<file path="config.mk">
export PLATFORM = sky130hd
export DESIGN_NAME = cd_timer
export DESIGN_NICKNAME = d
export VERILOG_FILES = /design/src/rtl/cd_timer_pkg.sv /design/src/rtl/cd_timer_presc.sv /design/src/rtl/cd_timer_core.sv /design/src/rtl/cd_timer_regs.sv /design/src/rtl/cd_timer.sv
export SDC_FILE = /design/constraint.sdc
export NUM_CORES = 1
export LEC_CHECK = 0
export BUFFER_PORTS_ARGS = -buffer_cell sky130_fd_sc_hd__buf_4
export CAP_MARGIN = 40
export CORE_MARGIN = 2
export CORE_UTILIZATION = 50
export DETAILED_ROUTE_END_ITERATION = 6
export PLACE_DENSITY_LB_ADDON = 0.3
export RECOVER_POWER = 50
export SYNTH_ARGS = -nofsm -noshare
export SYNTH_HDL_FRONTEND = slang
export SYNTH_SLANG_ARGS = --single-unit
export TNS_END_PERCENT = 10
</file>
<file path="constraint.sdc">
create_clock -name clk_i -period 3.75 [get_ports clk_i]
set_input_delay 0.1875 -clock clk_i [delete_from_list [all_inputs] [get_ports clk_i]]
set_output_delay 0.1875 -clock clk_i [all_outputs]
set_load 0.02 [all_outputs]
</file>
<file path="src/rtl/cd_timer_pkg.sv">
package cd_timer_pkg;
  localparam logic [11:0] OFS_MODE = 12'h320;
  localparam logic [11:0] OFS_INIT = 12'h380;
  localparam logic [11:0] OFS_CUR  = 12'h390;
  localparam logic [11:0] OFS_DIV  = 12'h3E0;
  localparam int MODE_BIT = 17;
  localparam int SHIFT_W  = 3;

  // divide code -> log2(divisor); code 7 means divide by one
  function automatic logic [SHIFT_W-1:0] div_shift(input logic [2:0] code);
    return (code == 3'd7) ? '0 : SHIFT_W'(code + 3'd1);
  endfunction
endpackage

</file>
<file path="src/rtl/cd_timer_presc.sv">
module cd_timer_presc
  import cd_timer_pkg::*;
(
  input  logic               clk_i,
  input  logic               rst_ni,
  input  logic               tick_i,
  input  logic               restart_i,
  input  logic [SHIFT_W-1:0] shift_i,
  output logic               step_o
);
  localparam int PRE_W = (1 << SHIFT_W) - 1;

  logic [PRE_W-1:0] pre_q;
  logic [PRE_W-1:0] mask;

  assign mask   = ~({PRE_W{1'b1}} << shift_i);
  assign step_o = tick_i && !restart_i && ((pre_q & mask) == mask);

  always_ff @(posedge clk_i or negedge rst_ni) begin
    if (!rst_ni)        pre_q <= '0;
    else if (restart_i) pre_q <= '0;
    else if (tick_i)    pre_q <= pre_q + 1'b1;
  end
endmodule

</file>
<file path="src/rtl/cd_timer_core.sv">
module cd_timer_core #(
  parameter int DATA_W = 32
) (
  input  logic              clk_i,
  input  logic              rst_ni,
  input  logic              load_i,
  input  logic [DATA_W-1:0] load_val_i,
  input  logic [DATA_W-1:0] init_i,
  input  logic              periodic_i,
  input  logic              step_i,
  output logic [DATA_W-1:0] cur_o,
  output logic              expire_o
);
  logic [DATA_W-1:0] cur_q;
  logic              exp_q;
  logic              active;

  assign active   = (init_i != '0) && (periodic_i || (cur_q != '0));
  assign cur_o    = cur_q;
  assign expire_o = exp_q;

  always_ff @(posedge clk_i or negedge rst_ni) begin
    if (!rst_ni) begin
      cur_q <= '0;
      exp_q <= 1'b0;
    end else if (load_i) begin
      cur_q <= load_val_i;
      exp_q <= 1'b0;
    end else if (step_i && active) begin
      if (cur_q <= DATA_W'(1)) begin
        cur_q <= periodic_i ? init_i : '0;
        exp_q <= 1'b1;
      end else begin
        cur_q <= cur_q - 1'b1;
        exp_q <= 1'b0;
      end
    end else begin
      exp_q <= 1'b0;
    end
  end
endmodule

</file>
<file path="src/rtl/cd_timer_regs.sv">
module cd_timer_regs
  import cd_timer_pkg::*;
#(
  parameter int DATA_W = 32,
  parameter int ADDR_W = 12
) (
  input  logic              clk_i,
  input  logic              rst_ni,
  input  logic              we_i,
  input  logic [ADDR_W-1:0] addr_i,
  input  logic [DATA_W-1:0] wdata_i,
  input  logic [DATA_W-1:0] cur_i,
  output logic [DATA_W-1:0] init_o,
  output logic              periodic_o,
  output logic [2:0]        div_code_o,
  output logic              init_wr_o,
  output logic              cur_wr_o,
  output logic [DATA_W-1:0] rdata_o
);
  logic [DATA_W-1:0] init_q;
  logic              mode_q;
  logic [2:0]        div_q;
  logic              hit_mode, hit_div;

  assign init_wr_o  = we_i && (addr_i == ADDR_W'(OFS_INIT));
  assign cur_wr_o   = we_i && (addr_i == ADDR_W'(OFS_CUR));
  assign hit_mode   = we_i && (addr_i == ADDR_W'(OFS_MODE));
  assign hit_div    = we_i && (addr_i == ADDR_W'(OFS_DIV));
  assign init_o     = init_q;
  assign periodic_o = mode_q;
  assign div_code_o = div_q;

  always_ff @(posedge clk_i or negedge rst_ni) begin
    if (!rst_ni) begin
      init_q <= '0;
      mode_q <= 1'b0;
      div_q  <= '0;
    end else begin
      if (init_wr_o) init_q <= wdata_i;
      if (hit_mode)  mode_q <= wdata_i[MODE_BIT];
      if (hit_div)   div_q  <= {wdata_i[3], wdata_i[1], wdata_i[0]};
    end
  end

  always_comb begin
    rdata_o = '0;
    unique case (addr_i)
      ADDR_W'(OFS_INIT): rdata_o = init_q;
      ADDR_W'(OFS_CUR):  rdata_o = cur_i;
      ADDR_W'(OFS_MODE): rdata_o[MODE_BIT] = mode_q;
      ADDR_W'(OFS_DIV):  rdata_o[3:0] = {div_q[2], 1'b0, div_q[1:0]};
      default:           rdata_o = '0;
    endcase
  end
endmodule

</file>
<file path="src/rtl/cd_timer.sv">
module cd_timer
  import cd_timer_pkg::*;
#(
  parameter int DATA_W = 32,
  parameter int ADDR_W = 12
) (
  input  logic              clk_i,
  input  logic              rst_ni,
  input  logic              tick_i,
  input  logic              we_i,
  input  logic [ADDR_W-1:0] addr_i,
  input  logic [DATA_W-1:0] wdata_i,
  output logic [DATA_W-1:0] rdata_o,
  output logic              expire_o
);
  logic [DATA_W-1:0] init_q, cur_q;
  logic              periodic_q;
  logic [2:0]        div_code;
  logic              init_wr, cur_wr, step;

  cd_timer_regs #(.DATA_W(DATA_W), .ADDR_W(ADDR_W)) u_regs (
    .clk_i, .rst_ni, .we_i, .addr_i, .wdata_i,
    .cur_i(cur_q), .init_o(init_q), .periodic_o(periodic_q),
    .div_code_o(div_code), .init_wr_o(init_wr), .cur_wr_o(cur_wr),
    .rdata_o
  );

  cd_timer_presc u_presc (
    .clk_i, .rst_ni, .tick_i,
    .restart_i(init_wr),
    .shift_i(div_shift(div_code)),
    .step_o(step)
  );

  // any write in the cycle blocks the counting step
  cd_timer_core #(.DATA_W(DATA_W)) u_core (
    .clk_i, .rst_ni,
    .load_i(init_wr || cur_wr),
    .load_val_i(wdata_i),
    .init_i(init_q),
    .periodic_i(periodic_q),
    .step_i(step && !we_i),
    .cur_o(cur_q),
    .expire_o
  );
endmodule

</file>
==> flow_summary.json, run 1 <==
{
  "worstPathArrival_ps": 3250,
  "dieArea_um2": 11000,
  "min_period_over_period_pct": 80.0,
  "crit_type": "flop to flop",
  "power.total_mw": 2.78,
  "async_flop_share_pct": 100,
  "peakVddDrop_uv": 211,
  "synth_area_um2": 5060,
  "cts_max_path_buffers": 2,
  "routed.top_layer": "met4",
  "crit_path_max_fanout": 13,
  "holdWs_ps": 62.4,
  "synth_nets": 588,
  "antenna_found_initial": 0,
  "synth_top_area_share_pct": 37.5,
  "wl_met1_um": 6260,
  "io_pins": 81,
  "vias": 4606,
  "drive_gt1_share_pct": 26.1,
  "outcome": "finished with violations",
  "wire_per_inst_um": 19.5,
  "globalplace.congestion": 0.912,
  "finalSetupViolCount": 0,
  "yosysSeqAreaShare_pct": 37.5,
  "powerDensity_nw_per_um2": 468,
  "numCtsBuffers": 9,
  "yosys_warnings": 0,
  "die_w_um": 105,
  "clockRootBuffer": "clkbuf_8",
  "hold_viol_final": 0,
  "cp-start-kind": "flop",
  "avgSynthCellArea_um2": 9.48,
  "end_kind": "flop",
  "cts_num_sinks": 76,
  "initial_core_util_pct": 51.6,
  "skew_ps": 9.99,
  "yosys-top-cells-count": "76 x dfrtp_1, 51 x nor2_1, 36 x mux2_2, 36 x nand2_1",
  "nNetsFinal": 651,
  "drc": 0,
  "drv_cap": 1,
  "grt_first_pass_wirelength_um": 23600,
  "post-dp-hpwl_um": 10000,
  "areaGrowthSynthToFinish_pct": 17.3,
  "min_period_ps": 3000,
  "firstDrtPassIters": 5,
  "core_area_um2": 9820,
  "wl_met2_um": 6830,
  "synth_area_leaders": "dfrtp_1 38%, mux2_2 8.0%, mux2i_1 6.7%",
  "rsz0062_at_grt": "false",
  "port_buffers": 80,
  "cts_tree": "done",
  "synth_edf_count": 0,
  "rrSetupSlack_ps": 750,
  "synthCells": 534,
  "rows": 36,
  "violations": "capacitance limit, slew limit",
  "h-tree-depth": 3,
  "hold_class": "input port to flop",
  "report.final.slew_viol_count": 34,
  "met3_length_um": 979,
  "placed_cell_area_um2": 5790,
  "yosysMostFrequentCell": "dfrtp_1",
  "ys_ff_latch": 76,
  "diodes": 0,
  "synth_top_cell_by_area": "dfrtp_1",
  "p_leak_nw": 2.64,
  "grt.overflow.total": 0,
  "drt_iter0_drc": 390,
  "grt_max_degree": 51,
  "cp.required_ps": 4000,
  "clk_pin_slew_ps": 80,
  "grt_use_total_pct": 26.9,
  "ant_nets": 0,
  "relSlewSlack_pct": -1.41,
  "synth_flop_cell": "dfrtp_1",
  "drt_wl_total_um": 14300,
  "first_global_vias": 4468,
  "worst_pin_slew_ps": 1520,
  "die_h_um": 105,
  "clock_latency_ps": 360,
  "finish.instance_area_um2": 5940,
  "synth.distinct_cells": 58,
  "setup_tns_ps": 0,
  "fmax_ghz": 0.333,
  "ctsResizeCount": 0,
  "viasPerCell": 6.27
}
[area by class of cell]
class	count	area, µm²
inverters	5	18.8
flip-flops and latches	76	1900
clock inverters	5	75.1
fillers	873	3880
repair buffers	94	689
well taps	133	166
multi-input cells	411	2950
clock buffers	11	141
[cells by family after synthesis]
| logic type | Yosys count | share of synthesized area, % |
|---|---|---|
| simple gates | 220 | 23.7 |
| compound gates | 84 | 12.6 |
| flops | 76 | 37.5 |
| mux | 70 | 14.7 |
| buf+inv | 47 | 4.55 |
| xor+xnor | 31 | 5.36 |
| fa+ha+maj | 6 | 1.48 |
[cells in the final DEF, fill, tap and decap left out, types with 5 or more instances in the layout]
| master | n |
|---|---|
| o221a_2 | 11 |
| clkbuf_1 | 14 |
| a211oi_1 | 5 |
| nand2_1 | 36 |
| clkbuf_8 | 10 |
| and3_1 | 5 |
| xnor2_1 | 10 |
| ha_1 | 6 |
| inv_1 | 5 |
| mux2i_1 | 34 |
| o211ai_1 | 5 |
| a21oi_1 | 17 |
| buf_4 | 76 |
| nand4_1 | 21 |
| mux2_2 | 36 |
| nand4b_1 | 7 |
| nor4_1 | 17 |
| dfrtp_1 | 76 |
| nor2_1 | 50 |
| nor3_1 | 12 |
| a221o_1 | 12 |
| nand3_1 | 34 |
| and2_1 | 8 |
| xor2_1 | 21 |
| o21ai_0 | 18 |
[flip-flops by register name, summed over array words and instances (netlist names)]
register,count
u_regs.periodic_o,1
u_core.cur_o,32
u_regs.init_o,32
u_presc.pre_q,7
u_core.expire_o,1
u_regs.div_code_o,3
[critical path, cell delays in order, from the launching register on]
cell,delay (ps)
dfrtp_1,440
nor4_1,600
and3_1,530
nand4b_1,620
a21oi_1,320
a211oi_1,70
a211o_1,310
[metrics by stage]
stage	setup WS [ps]	utilization, %	std cells
2_1_floorplan	1270	-	534
3_3_place_gp	805	58.4	716
3_5_place_dp	851	58.9	718
4_1_cts	832	61.2	735
5_1_grt	432	60.5	735
6_report	749	60.5	735
[worst paths after layout]
check	start	end	cells after the start
min reg2reg	u_presc.pre_q[6]	u_presc.pre_q[6]	2
max	u_core.cur_o[12]	u_core.cur_o[31]	6
max in group asynchronous	rst_ni	u_core.cur_o[6]	3
max reg2reg	u_core.cur_o[12]	u_core.cur_o[31]	6
min in group asynchronous	rst_ni	u_core.cur_o[8]	2
min	wdata_i[27]	u_regs.init_o[27]	2
[per-layer routing]
metal | up-vias | global-route usage (%)
met5 | - | 0
met4 | 0 | 10.1
met3 | 27 | 3.74
met2 | 206 | 42.9
met1 | 2262 | 37.4
li1 | 2111 | -
[power breakdown]
group	internal, mW	leakage (nW)	switching [mW]
Combinational	0.417	1.50	0.502
Clock	0.390	0.113	0.315
Sequential	0.939	1.03	0.216
[repair_timing]
item	4_1_cts	5_1_grt
setup buffers	0	0
endpoints found under the hold margin	26	0
hold buffers	1	0
Note: power is estimated with default switching activity, not from simulation.
==> run 2, diff against run 1 <==
- clock period: 3.75 -> 2.4 ns (I/O delays scaled with it)
==> run 2 against run 1 <==
Against the previous run:
- the run still ends with capacitance limit, slew limit left
- clock power up 43%
- highest routed layer unchanged
- non-clock buffer count up 57
- sequential power up 50%
- first-iteration DRC count down 3.1%
- via count up 6.7%
- register-to-register slack worse by 700 ps
==> flow_summary.json, run 2 (synthesis gave the netlist of run 1 again) <==
{
  "first_global_vias": 4829,
  "port_buffers": 80,
  "grt_max_degree": 47,
  "combinationalPowerShare_pct": 41.6,
  "drt_wl_total_um": 15600,
  "finish.instance_area_um2": 6510,
  "hold_class": "input port to flop",
  "fmax_ghz": 0.425,
  "place_inst": 757,
  "clk_pin_slew_ps": 80,
  "worst_pin_slew_ps": 1880,
  "grt.overflow.total": 0,
  "cts_max_path_buffers": 2,
  "drive_gt1_share_pct": 32.2,
  "place_ws_ps": 15.8,
  "finalSetupViolCount": 0,
  "rows": 36,
  "report.final.slew_viol_count": 31,
  "fillers": 823,
  "vias": 4915,
  "post-dp-hpwl_um": 10700,
  "initial_core_util_pct": 51.6,
  "grt_first_pass_wirelength_um": 25100,
  "drv_cap": 1,
  "min_period_over_period_pct": 98.1,
  "cp-start-kind": "flop",
  "hold_viol_final": 0,
  "worst_slack_ps": 44.9,
  "p_leak_nw": 2.96,
  "path_cells": "or4_1 > nor2_1 > buf_4 > nand4_1 > xor2_1 > o21ai_0 > a221o_1",
  "clock_latency_ps": 360,
  "globalplace.congestion": 0.920,
  "cts_tree": "done",
  "drt_iter0_drc": 378,
  "peakVddDrop_uv": 327,
  "drc": 0,
  "layout_common_cells": "123 x buf_4, 76 x dfrtp_1, 51 x nor2_1",
  "crit_type": "flop to flop",
  "cp_top_family": "simple AND/OR/NAND/NOR gates",
  "relSlewSlack_pct": -25.5,
  "crit_path_max_fanout": 4,
  "die_w_um": 105,
  "core_area_um2": 9820,
  "outcome": "finished with violations",
  "cts_num_sinks": 76,
  "numCtsBuffers": 9,
  "critPathSlowestCell": "or4_1",
  "h-tree-depth": 3,
  "placed_cell_area_um2": 6100,
  "power_frac_seq_pct": 36.8,
  "clockRootBuffer": "clkbuf_8",
  "p_clk_share_pct": 21.5,
  "min_period_ps": 2360,
  "violations": "capacitance limit, slew limit",
  "diodes": 0,
  "cp.required_ps": 2650,
  "switching_share_pct": 37.1,
  "antenna_found_initial": 0,
  "wire_per_inst_um": 19.7,
  "skew_ps": 14.3,
  "utilization_pct": 66.3,
  "path_buf_inv": 1,
  "final_common_cell": "buf_4",
  "p_switching_mw": 1.74,
  "worstPathArrival_ps": 2610,
  "stdcell_count": 792,
  "nNetsFinal": 708,
  "ant_nets": 0,
  "areaGrowthSynthToFinish_pct": 28.6,
  "critical-path-max-stage-delay_ps": 600,
  "firstDrtPassIters": 5,
  "p_int_mw": 2.94,
  "die_h_um": 105,
  "rsz0062_at_grt": "true",
  "cts_setup_buffers": 0,
  "grt_use_total_pct": 28.8,
  "holdWs_ps": 6.74,
  "powerDensity_nw_per_um2": 718,
  "io_pins": 81,
  "viasPerCell": 6.21,
  "end_kind": "flop",
  "dieArea_um2": 11000
}
## run 2: changes by cell type in the layout (fill, tap and decap cells not counted), sizes merged
| cell | before | now |
|---|---|---|
| dlygate4sd3 | 1 | 18 |
| bufinv | 2 | 1 |
| clkinv | 3 | 0 |
| clkbuf | 26 | 18 |
| buf | 78 | 130 |
## run 2: what timing repair did
item / CTS / global route
endpoints found under the hold margin: 53 / 0
hold buffers: 18 / 0
endpoints found under the setup margin: 0 / 31
gates resized for setup: 0 / 13
## run 2: area by class of cell
class	instances	area (µm²)	area share (%)
Tap cell	133	166	2.55
Inverter	5	18.8	0.288
Clock inverter	1	30.0	0.461
Multi-Input combinational cell	411	2990	45.9
Sequential cell	76	1900	29.2
Clock buffer	15	166	2.55
Timing Repair Buffer	151	1240	19.1
## run 2: layer usage
layer | part of all wire (%) | GRT usage [%]
met5 | 0 | 0
met4 | 3.1 | 12.8
met3 | 7.2 | 4.24
met2 | 47 | 46.9
met1 | 42 | 38.1
## run 2: worst register-to-register path: stages (launching register included)
cell,delay (ps)
dfrtp_1,410
or4_1,600
nor2_1,250
buf_4,200
nand4_1,140
xor2_1,170
o21ai_0,110
a221o_1,360
## run 2: path summary, 6_finish.rpt
check,startpoint,end,slack [ps],cells after the start
worst min-delay path,wdata_i[26],u_core.cur_o[26],7,2
min in group asynchronous,rst_ni,u_regs.init_o[8],830,2
worst max register to register,u_core.cur_o[1],u_core.cur_o[27],40,7
worst max-delay path,u_core.cur_o[1],u_core.cur_o[27],40,7
worst min register to register,u_regs.div_code_o[2],u_regs.div_code_o[2],560,1
max in group asynchronous,rst_ni,u_regs.init_o[15],490,2
## run 2: power groups by stage
stage,clock (mW),sequential [mW],combinational [mW]
after detailed placement,0,1.74,1.83
final,1.01,1.72,1.95
after global placement,0,1.73,1.78
after floorplan,0,1.70,1.14
after global routing,1.08,1.75,2.11
after CTS,1.02,1.71,1.86
## run 2: through the flow
stage / power, mW / setup TNS [ps]
2_1_floorplan: 2.84 / -149
3_3_place_gp: 3.51 / 0
3_5_place_dp: 3.57 / 0
4_1_cts: 4.60 / 0
5_1_grt: 4.93 / -81.4
6_report: 4.68 / 0
==> run 3, diff against run 2 <==
==> constraint.sdc (replaced) <==
create_clock -name clk_i -period 2.4 [get_ports clk_i]
set_input_delay 0.36 -clock clk_i [delete_from_list [all_inputs] [get_ports clk_i]]
set_output_delay 0.36 -clock clk_i [all_outputs]
set_load 0.02 [all_outputs]
==> run 3 against run 2 <==
Against the previous run:
- the run now ends clean
- sequential power hardly changed
- sequential share of layout area up 0.48 points
- non-clock buffer count is 12 lower
- critical path depth decreased by 1
- cell count shrank 1.5%
- clock power up 16%
- sequential cell count did not move
- critical path type unchanged
- largest cell class unchanged
==> flow_summary.json, run 3 (synthesis gave the netlist of run 1 again) <==
{
  "outcome": "completed",
  "place_inst": 762,
  "drc": 0,
  "min_period_ps": 2360,
  "p_int_mw": 3.07,
  "drv_cap": 0,
  "switching_share_pct": 36.8,
  "firstDrtPassIters": 5,
  "cp_top_family": "simple AND/OR/NAND/NOR gates",
  "worst_pin_slew_ps": 1190,
  "grt_max_degree": 48,
  "diodes": 0,
  "clockRootBuffer": "clkbuf_8",
  "clock_latency_ps": 370,
  "setup_tns_ps": 0,
  "ctsHoldBuffers": 0,
  "initial_core_util_pct": 51.6,
  "crit_type": "flop to flop",
  "port_buffers": 80,
  "worstPathArrival_ps": 2670,
  "r2r_cells": 6,
  "post-dp-hpwl_um": 11000,
  "crit_start": "u_core.cur_o[6]",
  "numCtsBuffers": 9,
  "core_area_um2": 9820,
  "rsz0062_at_grt": "true",
  "stdcell_count": 780,
  "end_kind": "flop",
  "min_period_over_period_pct": 98.5,
  "r2r_start": "u_core.cur_o[6]",
  "relSlewSlack_pct": 20.4,
  "die_w_um": 105,
  "drive_gt1_share_pct": 34.5,
  "drt_wl_total_um": 15800,
  "nNetsFinal": 696,
  "first_global_vias": 4862,
  "hold_viol_final": 0,
  "report.final.slew_viol_count": 0,
  "cts_num_sinks": 76,
  "cts_max_path_buffers": 2,
  "grt.overflow.total": 0,
  "grt_use_total_pct": 29.1,
  "power_frac_seq_pct": 35.7,
  "io_pins": 81,
  "layout_common_cells": "129 x buf_4, 76 x dfrtp_1, 50 x nor2_1",
  "powerDensity_nw_per_um2": 758,
  "finalSetupViolCount": 0,
  "p_clk_share_pct": 24.0,
  "die_h_um": 105,
  "fmax_ghz": 0.423,
  "globalplace.congestion": 0.914,
  "antenna_found_initial": 0,
  "viasPerCell": 6.18,
  "areaGrowthSynthToFinish_pct": 26.5,
  "peakVddDrop_uv": 384,
  "cp-start-kind": "flop",
  "p_switching_mw": 1.79,
  "path_depth": 6,
  "grt_first_pass_wirelength_um": 25100,
  "r2r-end": "u_core.cur_o[6]",
  "crit_path_max_fanout": 7,
  "critPathSlowestCell": "or4_4",
  "drt_iter0_drc": 441,
  "cp.required_ps": 2700,
  "combinationalPowerShare_pct": 40.3,
  "final_common_cell": "buf_4",
  "worst_slack_ps": 35.7,
  "path_cells": "or4_4 > nor4_4 > nand2_2 > or3_1 > a21oi_4 > a221o_1",
  "ant_nets": 0,
  "cp-endpoint": "u_core.cur_o[6]",
  "clk_pin_slew_ps": 90,
  "vias": 4822,
  "place_ws_ps": 4.76,
  "critical-path-max-stage-delay_ps": 600,
  "path_buf_inv": 0,
  "rows": 36,
  "cts_tree": "done",
  "p_leak_nw": 2.94,
  "skew_ps": 13.4,
  "dieArea_um2": 11000,
  "h-tree-depth": 3,
  "wire_per_inst_um": 20.2,
  "hold_class": "input port to flop",
  "rrSetupSlack_ps": 40
}
run 3: how the worst min path moves through the flow:
stage | from | to | cells after the start
5_1_grt | wdata_i[11] | u_regs.init_o[11] | 2
6_report | wdata_i[13] | u_regs.init_o[13] | 2
2_1_floorplan | rst_ni | u_core.cur_o[0] | 0
3_3_place_gp | rst_ni | u_presc.pre_q[0] | 1
4_1_cts | rst_ni | u_regs.init_o[4] | 1
3_5_place_dp | rst_ni | u_presc.pre_q[0] | 1
run 3: power groups by stage:
stage / Sequential, mW / Clock (mW) / Combinational (mW)
final: 1.73 / 1.17 / 1.96
after global routing: 1.75 / 1.22 / 2.12
after CTS: 1.71 / 1.18 / 1.88
after detailed placement: 1.73 / 0 / 1.84
after global placement: 1.73 / 0 / 1.80
after floorplan: 1.70 / 0 / 1.14
run 3: through the flow:
step	utilization [%]	hold slack, ps	area [µm²]	power [mW]
after CTS	65.1	25.9	6390	4.78
after global placement	62.4	413	6130	3.53
after detailed placement	62.4	424	6130	3.57
final	65.3	225	6410	4.86
after floorplan	-	64.4	5070	2.84
after global routing	65.3	223	6410	5.09
run 3: worst reg2reg max path, cell delays in order, from the launching register on:
cell,delay (ps)
dfrtp_1,380
or4_4,600
nor4_4,210
nand2_2,80
or3_1,460
a21oi_4,360
a221o_1,210
run 3: timing repair:
item	in CTS	in global routing
setup endpoints to repair	2	31
pin swaps	0	4
buffers inserted	0	1
resized for setup	3	15
gates cloned	1	0
run 3: metal layers:
| metal | GRT usage, % | routed length, µm | vias to the layer above |
|---|---|---|---|
| li1 | - | - | 2190 |
| met1 | 38.7 | 6510 | 2349 |
| met2 | 46.9 | 7600 | 238 |
| met3 | 3.87 | 1110 | 45 |
| met4 | 14.1 | 537 | 0 |
| met5 | 0 | 0 | - |
run 3: cell type report:
type	instances	area [µm²]
Inverter	5	18.8
Timing Repair Buffer	139	1080
Tap cell	133	166
Clock buffer	12	165
Clock inverter	4	70.1
Sequential cell	76	1900
Multi-Input combinational cell	411	3010
Fill cell	814	3410
